[src/rtl/mmu_chk_pkg.sv]
package mmu_chk_pkg;

  typedef enum logic [1:0] {
    ACC_LOAD  = 2'd0,
    ACC_STORE = 2'd1,
    ACC_FETCH = 2'd2,
    ACC_RSVD  = 2'd3
  } acc_e;

  typedef enum logic [3:0] {
    CAUSE_NONE   = 4'd0,
    CAUSE_SUPA_I = 4'd1,
    CAUSE_SUPA_D = 4'd2,
    CAUSE_PERM_R = 4'd3,
    CAUSE_PERM_W = 4'd4,
    CAUSE_PERM_X = 4'd5,
    CAUSE_MISS_I = 4'd6,
    CAUSE_MISS_D = 4'd7
  } cause_e;

  // Strobes from control to datapath
  typedef struct packed {
    logic   accept;    // grant this request
    logic   bypass;    // identity mapping
    logic   fault;     // raise fault pulse
    logic   recBad;    // store bad address
    logic   recTlb;    // store data-side flag and page number
    logic   dataSide;  // access is not a fetch
    cause_e cause;
  } strobe_t;

endpackage

[src/rtl/mmu_chk_ctrl.sv]
module mmu_chk_ctrl
  import mmu_chk_pkg::*;
#(
  parameter int ADDR_W = 32,
  parameter logic [ADDR_W-1:0] KERNEL_BASE = 32'hC000_0000,
  parameter logic [ADDR_W-1:0] USER_LIMIT  = 32'h8000_0000
) (
  input  logic              reqValid,
  input  logic [ADDR_W-1:0] vaddr,
  input  logic [1:0]        accType,
  input  logic              userMode,
  input  logic              probe,
  input  logic              mmuOn,
  input  logic              tlbHit,
  input  logic              tlbRead,
  input  logic              tlbWrite,
  input  logic              tlbExec,
  output strobe_t           strb
);

  logic isFetch;
  logic permOk;
  cause_e permCause;

  assign isFetch = (accType == ACC_FETCH);

  always_comb begin
    unique case (accType)
      ACC_STORE: begin permOk = tlbWrite; permCause = CAUSE_PERM_W; end
      ACC_FETCH: begin permOk = tlbExec;  permCause = CAUSE_PERM_X; end
      default:   begin permOk = tlbRead;  permCause = CAUSE_PERM_R; end
    endcase
  end

  always_comb begin
    strb = '0;
    strb.dataSide = !isFetch;
    if (reqValid) begin
      if (!mmuOn || (!userMode && vaddr >= KERNEL_BASE)) begin
        strb.accept = 1'b1;
        strb.bypass = 1'b1;
      end else if (userMode && vaddr >= USER_LIMIT) begin
        strb.fault  = 1'b1;
        strb.recBad = 1'b1;
        strb.cause  = isFetch ? CAUSE_SUPA_I : CAUSE_SUPA_D;
      end else if (tlbHit && permOk) begin
        strb.accept = 1'b1;
      end else begin
        strb.fault  = 1'b1;
        strb.recBad = 1'b1;
        strb.recTlb = 1'b1;
        if (tlbHit) strb.cause = permCause;
        else        strb.cause = isFetch ? CAUSE_MISS_I : CAUSE_MISS_D;
      end
      if (probe) begin
        strb.fault  = 1'b0;
        strb.recBad = 1'b0;
        strb.recTlb = 1'b0;
        strb.cause  = CAUSE_NONE;
      end
    end
  end

endmodule

[src/rtl/mmu_chk_dp.sv]
module mmu_chk_dp
  import mmu_chk_pkg::*;
#(
  parameter int ADDR_W    = 32,
  parameter int PAGE_BITS = 12,
  localparam int VPN_W    = ADDR_W - PAGE_BITS
) (
  input  logic              clk,
  input  logic              rst_n,
  input  logic              reqValid,
  input  strobe_t           strb,
  input  logic [ADDR_W-1:0] vaddr,
  input  logic [VPN_W-1:0]  tlbPpn,
  input  logic [VPN_W-1:0]  tlbVpn,
  output logic              rspValid,
  output logic              grant,
  output logic [ADDR_W-1:0] paddr,
  output logic              faultPulse,
  output logic [3:0]        faultCause,
  output logic [ADDR_W-1:0] badAddr,
  output logic              miscD,
  output logic [VPN_W-1:0]  pteVpn
);

  logic [VPN_W-1:0]  pageOfAddr;
  logic [VPN_W-1:0]  physPage;
  logic [ADDR_W-1:0] physNext;

  assign pageOfAddr = vaddr[ADDR_W-1:PAGE_BITS];
  assign physPage   = tlbPpn + (pageOfAddr - tlbVpn);
  assign physNext   = strb.bypass ? vaddr : {physPage, vaddr[PAGE_BITS-1:0]};

  always_ff @(posedge clk or negedge rst_n) begin
    if (!rst_n) begin
      rspValid   <= 1'b0;
      grant      <= 1'b0;
      paddr      <= '0;
      faultPulse <= 1'b0;
      faultCause <= '0;
    end else begin
      rspValid   <= reqValid;
      grant      <= strb.accept;
      paddr      <= strb.accept ? physNext : '0;
      faultPulse <= strb.fault;
      faultCause <= strb.cause;
    end
  end

  always_ff @(posedge clk or negedge rst_n) begin
    if (!rst_n) begin
      badAddr <= '0;
      miscD   <= 1'b0;
      pteVpn  <= '0;
    end else begin
      if (strb.recBad) badAddr <= vaddr;
      if (strb.recTlb) begin
        miscD  <= strb.dataSide;
        pteVpn <= pageOfAddr;
      end
    end
  end

  // a fault and a grant never coincide
  a_r9_grant_xor_fault: assert property (@(posedge clk) disable iff (!rst_n)
    !(grant && faultPulse));

  // the stored bad address is the address of the request that faulted
  a_r7_bad_addr_match: assert property (@(posedge clk) disable iff (!rst_n)
    faultPulse |-> badAddr == $past(vaddr));

  // no request means no result in the next cycle
  a_r9_idle_quiet: assert property (@(posedge clk) disable iff (!rst_n)
    !reqValid |=> !rspValid && !grant && !faultPulse && faultCause == 4'd0);

endmodule

[src/rtl/mmu_access_check.sv]
module mmu_access_check
  import mmu_chk_pkg::*;
#(
  parameter int ADDR_W    = 32,
  parameter int PAGE_BITS = 12,
  parameter logic [ADDR_W-1:0] KERNEL_BASE = 32'hC000_0000,
  parameter logic [ADDR_W-1:0] USER_LIMIT  = 32'h8000_0000,
  localparam int VPN_W    = ADDR_W - PAGE_BITS
) (
  input  logic              clk,
  input  logic              rst_n,
  input  logic              reqValid,
  input  logic [ADDR_W-1:0] vaddr,
  input  logic [1:0]        accType,
  input  logic              userMode,
  input  logic              probe,
  input  logic              mmuOn,
  input  logic              tlbHit,
  input  logic [VPN_W-1:0]  tlbPpn,
  input  logic [VPN_W-1:0]  tlbVpn,
  input  logic              tlbRead,
  input  logic              tlbWrite,
  input  logic              tlbExec,
  output logic              rspValid,
  output logic              grant,
  output logic [ADDR_W-1:0] paddr,
  output logic              faultPulse,
  output logic [3:0]        faultCause,
  output logic [ADDR_W-1:0] badAddr,
  output logic              miscD,
  output logic [VPN_W-1:0]  pteVpn
);

  strobe_t strb;

  mmu_chk_ctrl #(
    .ADDR_W(ADDR_W), .KERNEL_BASE(KERNEL_BASE), .USER_LIMIT(USER_LIMIT)
  ) u_ctrl (
    .reqValid(reqValid), .vaddr(vaddr), .accType(accType),
    .userMode(userMode), .probe(probe), .mmuOn(mmuOn),
    .tlbHit(tlbHit), .tlbRead(tlbRead), .tlbWrite(tlbWrite),
    .tlbExec(tlbExec), .strb(strb)
  );

  mmu_chk_dp #(.ADDR_W(ADDR_W), .PAGE_BITS(PAGE_BITS)) u_dp (
    .clk(clk), .rst_n(rst_n), .reqValid(reqValid), .strb(strb),
    .vaddr(vaddr), .tlbPpn(tlbPpn), .tlbVpn(tlbVpn),
    .rspValid(rspValid), .grant(grant), .paddr(paddr),
    .faultPulse(faultPulse), .faultCause(faultCause),
    .badAddr(badAddr), .miscD(miscD), .pteVpn(pteVpn)
  );

  // translation off maps every address to itself
  a_r1_identity_off: assert property (@(posedge clk) disable iff (!rst_n)
    (reqValid && !mmuOn) |=> grant && paddr == $past(vaddr));

  // supervisor kernel window bypasses the lookup
  a_r2_kernel_bypass: assert property (@(posedge clk) disable iff (!rst_n)
    (reqValid && mmuOn && !userMode && vaddr >= KERNEL_BASE)
      |=> grant && paddr == $past(vaddr));

  // user access to the upper half is locked out
  a_r3_user_lockout: assert property (@(posedge clk) disable iff (!rst_n)
    (reqValid && mmuOn && userMode && !probe && vaddr >= USER_LIMIT)
      |=> faultPulse && !grant && $stable(pteVpn) && $stable(miscD));

  // probes leave no trace
  a_r8_probe_silent: assert property (@(posedge clk) disable iff (!rst_n)
    (reqValid && probe) |=> !faultPulse && $stable(badAddr)
      && $stable(pteVpn) && $stable(miscD));

endmodule

[config.mk]
export PLATFORM = sky130hd
export DESIGN_NAME = mmu_access_check
export DESIGN_NICKNAME = d
export VERILOG_FILES = /design/src/rtl/mmu_chk_pkg.sv /design/src/rtl/mmu_chk_ctrl.sv /design/src/rtl/mmu_chk_dp.sv /design/src/rtl/mmu_access_check.sv
export SDC_FILE = /design/constraint.sdc
export NUM_CORES = 1
export LEC_CHECK = 0
export BUFFER_PORTS_ARGS = -buffer_cell sky130_fd_sc_hd__buf_4
export CORE_MARGIN = 4
export CORE_UTILIZATION = 30
export CTS_CLUSTER_DIAMETER = 30
export DETAILED_ROUTE_END_ITERATION = 8
export PLACE_DENSITY_LB_ADDON = 0.2
export SKIP_CTS_REPAIR_TIMING = 1
export SLEW_MARGIN = 0
export SYNTH_ARGS = -nofsm -noshare
export SYNTH_HDL_FRONTEND = slang
export SYNTH_SLANG_ARGS = --single-unit
[constraint.sdc]
create_clock -name clk -period 1.3 [get_ports clk]
set_input_delay 0 -clock clk [delete_from_list [all_inputs] [get_ports clk]]
set_output_delay 0 -clock clk [all_outputs]
set_load 0.005 [all_outputs]
Word-level counts from Yosys, hierarchy flattened
Index checks and enable logic that the tools add are counted.

word-level totals
  flip-flop bits (word level) = 92
  bits in latches = 0
  bits in writable memories = 0
  memory bits (read-only) = 0
  input bits = 84
  word-level logic and storage cells = 43
  memories kept = 0

cells by class
  $add $sub $neg = 2
  multipliers = 0
  div/mod/pow operators = 0
  $lt $le $gt $ge = 2
  equality and inequality tests = 2
  shift operators = 0
  multiplexer cells = 22
  bitwise logic cells = 0
  reduce and logical (&&, ||, !) cells = 7

operators with widths
  kind                  count
  $ge 32x32->1 const B  2
  $mux 32               2
  $mux 4                6
  $add 20x20->20        1
  $sub 20x20->20        1
  $mux 3                3
  $mux 1                6
  $pmux 3 s2            1
  $mux 5                1
  $mux 2                2
  $logic_and 1x1->1     3
  $logic_not 1->1       3
  $eq 2x1->1 const B    1
  $eq 2x2->1 const B    1
  $pmux 1 s2            1
  $logic_or 1x1->1      1

Logic depth before layout (Yosys ltp)
  word-level depth = 10
  gate-level depth with buffers = 11

Modules after synthesis
A second synthesis with hierarchy kept.

unflattened totals
  cells, all modules = 489
  area total of the unflattened synthesis = 5293.8 sq um

modules (own cells, without submodules)
  module        times used  cells an instance  area each (sq um)  sequential area each (sq um)
  mmu_chk_dp    1           458                5066.1             2302.2
  mmu_chk_ctrl  1           31                 227.7              0.0

Worst setup path after synthesis
OpenSTA, ideal clock, no wires.

  path type = input port to flip-flop
  start point = in vaddr[13]
  end point = reg u_dp.paddr[28]
  setup time = 0.121 ns
  data arrival time = 2.427 ns
  data required time = 1.179 ns
  slack = -1.248 ns
  stages = 10
  buffers on the path = 0
  cell sequence = inv_1 -> fa_1 -> inv_1 -> fa_1 -> a21o_1 -> a21o_4 -> a31oi_4 -> nor4b_1 -> or4_1 -> a32o_1

on the way
  cells in the longest elaborated chain, start to end = 7

ends and longest elaborated chain
  element                                                 RTL line                source
  start: declaration                                      mmu_access_check.sv:13  input logic [ADDR_W-1:0] vaddr,
  branches (longest 6 deep; another with $sub 20x20->20)  --
  $mux 32 (*)                                             mmu_chk_dp.sv:43        paddr <= strb.accept ? physNext : '0;
  end signal: assignment                                  mmu_chk_dp.sv:43
  end: declaration                                        mmu_chk_dp.sv:17        output logic [ADDR_W-1:0] paddr,

Mark *: on every way between the ends.
A chain may end at the register's enable or synchronous reset.

Final worst setup path
  start point = in tlbPpn[1]
  end point = reg u_dp.paddr[28]

on the way
  cells in the longest elaborated chain, start to end = 3

ends and longest elaborated chain
  element             RTL line                source
  start: declaration  mmu_access_check.sv:19  input logic [VPN_W-1:0] tlbPpn,
  $add 20x20->20      mmu_chk_dp.sv:30        assign physPage = tlbPpn + (pageOfAddr - tlbVpn);
  $mux 32             mmu_chk_dp.sv:31        assign physNext = strb.bypass ? vaddr : {physPage, vaddr[PAGE_BITS-1:0]};
  $mux 32             mmu_chk_dp.sv:43

No other way between the ends.

==> results.py <==
metrics = {
    "outcome": {
        "status": "complete, but fails checks",
        "failed_checks": "hold timing, setup timing",
    },
    "logic_synthesis": {
        "syn_nets": 629,
        "synth-edff-count": 0,
        "ys_async_sr_fraction_pct": 100,
        "synth_top_area_share_pct": 45.8,
        "synth_cell_types": 56,
        "avgSynthCellArea_um2": 9.89,
        "synth-seq-cells": 91,
        "syn_area_mm2": 0.00497,
        "yosys_warnings": 0,
        "yosysTopAreaCell": "dfrtp_1",
        "ys_top_cells_by_area": "dfrtp_1, fa_1, inv_1, ha_1, o21ai_0",
        "seq_area_frac_synth_pct": 45.8,
        "synthCells": 503,
        "synthFlopType": "dfrtp_1",
    },
    "final_layout": {
        "nets": 931,
        "nFillCells": 1485,
        "area_delta_synth_final_pct": 66.9,
        "multi_input_area_mm2": 0.00270,
        "layoutNonFillerInstCount": 1025,
        "num_antenna_cells": 0,
        "seq_area_mm2": 0.00228,
        "drive_gt1_share_pct": 45.5,
    },
    "die": {
        "start_util_pct": 31.0,
        "fp.coreArea_mm2": 0.0161,
        "boundaryPins": 176,
        "design.die.area_mm2": 0.0187,
        "rows": 46,
        "die_y_um": 137,
        "die_w_um": 137,
    },
    "placed_design": {
        "place_congestion": 0.834,
        "io_buffers": 174,
        "place_inst": 965,
        "dp.final_hpwl_um": 12200,
    },
    "global_routing": {
        "grt_pass1_wl_um": 23900,
        "grt.overflow.total": 0,
        "met1_usage_pct": 22.0,
        "grt_use_met3_pct": 2.94,
        "met2_usage_pct": 26.6,
        "grt_pass1_vias": 4804,
        "grt_use_total_pct": 16.3,
        "grt_max_degree": 54,
        "antenna_found_initial": 0,
        "grt_busiest_layer": "met2",
    },
    "drt": {
        "num_vias": 4569,
        "drtIter0Drc": 218,
        "vias_per_cell": 4.46,
        "finalWirelength_um": 15700,
        "ant_nets": 0,
        "drcViolationCount": 0,
        "wl_per_cell_um": 15.3,
        "detail_route.first_pass.iterations": 4,
    },
    "clock_tree": {
        "cts_tree": "yes",
        "numCtsBuffers": 9,
        "clock_sinks": 91,
        "clockBufferDepth": 2,
        "htree_levels": 3,
        "clk_pin_slew_worst_paths_ps": 70,
        "root_buffer": "clkbuf_16",
        "insertion_delay_ps": 330,
    },
    "pwr": {
        "p_leak_nw": 4.28,
        "powerDensity_mw_per_mm2": 1220,
        "ir_drop_mv": 0.605,
        "power_mw": 10.1,
    },
    "setup_path": {
        "cp_num_buf_inv": 3,
        "critical_path.max_fanout": 4,
        "crit_type": "input port to register",
        "start_kind": "input port",
        "slowest_delay_ps": 540,
        "endpoint_kind": "register",
        "path_cells": "buf_6, inv_4, fa_1, inv_2, fa_2, a21o_1, a21o_4, a31oi_4, nor4b_2, or4_1, a32o_1",
        "critPathSlowestCell": "fa_1",
        "crit_family": "adder cells",
        "crit_required_ps": 1530,
        "arrival_ps": 2380,
    },
    "sta": {
        "hold_viol": 1,
        "fmax_ghz": 0.464,
        "clock_skew_ps": 0,
        "layout_min_cycle_time_ps": 2160,
        "finalCritPeriodShare_pct": 166,
        "rsz0062_at_grt": "true",
        "holdWs_ps": -9.86,
        "setup_ws_ps": -855,
        "slew_violations": 0,
        "setup_violations": 28,
    },
    "job": {
        "cap_viol_max_count": 0,
    },
    "hold_path": {
        "hp-class": "input port to register",
    },
}
kinds of logic (layout without fill, tap and decap cells):
group	Yosys count	in the layout	share of synthesized area, %
compound gates	126	126	15.8
simple gates	113	114	10.8
buf+inv	99	404	7.70
flops	91	91	45.8
fa+ha+maj	42	42	13.4
mux	19	19	4.23
xor+xnor	12	12	2.11
other cells	1	1	0.0754
cells in the mapped netlist, drive strengths merged (3+ instances only):
cell,count
a21oi,25
a21boi,3
nand3,8
mux2i,3
nand2b,3
or2,3
a21o,9
o2111ai,4
a31oi,3
xnor2,5
nand2,57
mux2,16
clkbuf,11
fa,19
ha,23
and2,13
o21a,4
o21ai,59
or3,3
xor2,7
buf,7
nor2,10
a32o,3
inv,81
dfrtp,91
nand4,5
report_power, final:
group	internal (mW)	switching [mW]	total, mW
Clock	1.48	1.09	2.57
Combinational	2.23	1.75	3.99
Sequential	3.30	0.257	3.56
cell usage in the layout (no fill, tap or decap), types with 3 or more instances in the layout:
| cell type | n |
|---|---|
| xor2_1 | 6 |
| fa_1 | 18 |
| dfrtp_1 | 91 |
| nand3_1 | 6 |
| a21oi_2 | 8 |
| a32o_1 | 3 |
| clkinvlp_4 | 3 |
| a21oi_1 | 14 |
| buf_4 | 270 |
| dlygate4sd3_1 | 29 |
| a21oi_4 | 3 |
| nand2_1 | 57 |
| mux2i_1 | 3 |
| buf_6 | 3 |
| and2_1 | 13 |
| buf_12 | 4 |
| o21ai_1 | 11 |
| clkbuf_16 | 9 |
| inv_1 | 66 |
| o21ai_0 | 45 |
| inv_2 | 13 |
| o21a_1 | 4 |
| or3_1 | 3 |
| xnor2_1 | 4 |
| a21o_1 | 7 |
| nand4_1 | 5 |
| nor2_1 | 10 |
| o2111ai_1 | 3 |
| ha_4 | 12 |
| ha_1 | 9 |
| mux2_4 | 14 |
| o21ai_2 | 3 |
sequential cells by signal, indices dropped and copies added (netlist names):
register,flops
u_dp.faultPulse,1
u_dp.badAddr,32
u_dp.grant,1
u_dp.pteVpn,20
u_dp.miscD,1
u_dp.rspValid,1
u_dp.paddr,32
u_dp.faultCause,3
final timing paths:
| kind | start | to | slack, ps | cells after the start |
|---|---|---|---|---|
| max in group asynchronous | rst_n | u_dp.paddr[30] | 820 | 3 |
| worst min-delay path | vaddr[29] | u_dp.paddr[29] | -10 | 4 |
| worst min register to register | u_dp.pteVpn[10] | u_dp.pteVpn[10] | 480 | 2 |
| worst max register to register | u_dp.pteVpn[0] | u_dp.pteVpn[0] | 510 | 1 |
| worst max-delay path | tlbPpn[1] | u_dp.paddr[28] | -860 | 11 |
| min in group asynchronous | rst_n | u_dp.badAddr[13] | 210 | 3 |
through the flow:
step           TNS, ps  utilization, %  hold WS, ps  worst slack (ps)  area, um2
2_1_floorplan   -12480               -         -296             -1120       5300
3_3_place_gp    -36970            46.4         5.86             -1330       7450
3_5_place_dp    -39400            46.4        0.872             -1400       7450
4_1_cts         -13460            48.2         -365             -1040       7740
5_1_grt         -12140            51.7        0.212              -902       8300
6_report        -10900            51.7        -9.86              -855       8300
metal layers:
metal / routed length [um] / vias to the layer above
met1: 7050 / 2152
met4: 157 / 0
li1: - / 2267
met2: 7670 / 138
met5: 0 / -
met3: 845 / 12
final cells by class:
type	count	area share [%]
clock buffer	11	2.80
clock inverter	4	0.633
inverter	81	3.72
multi-input combinational	314	32.5
sequential	91	27.4
tap	216	3.26
timing repair buffer	308	29.7
Note: power is estimated with default switching activity, not from simulation.
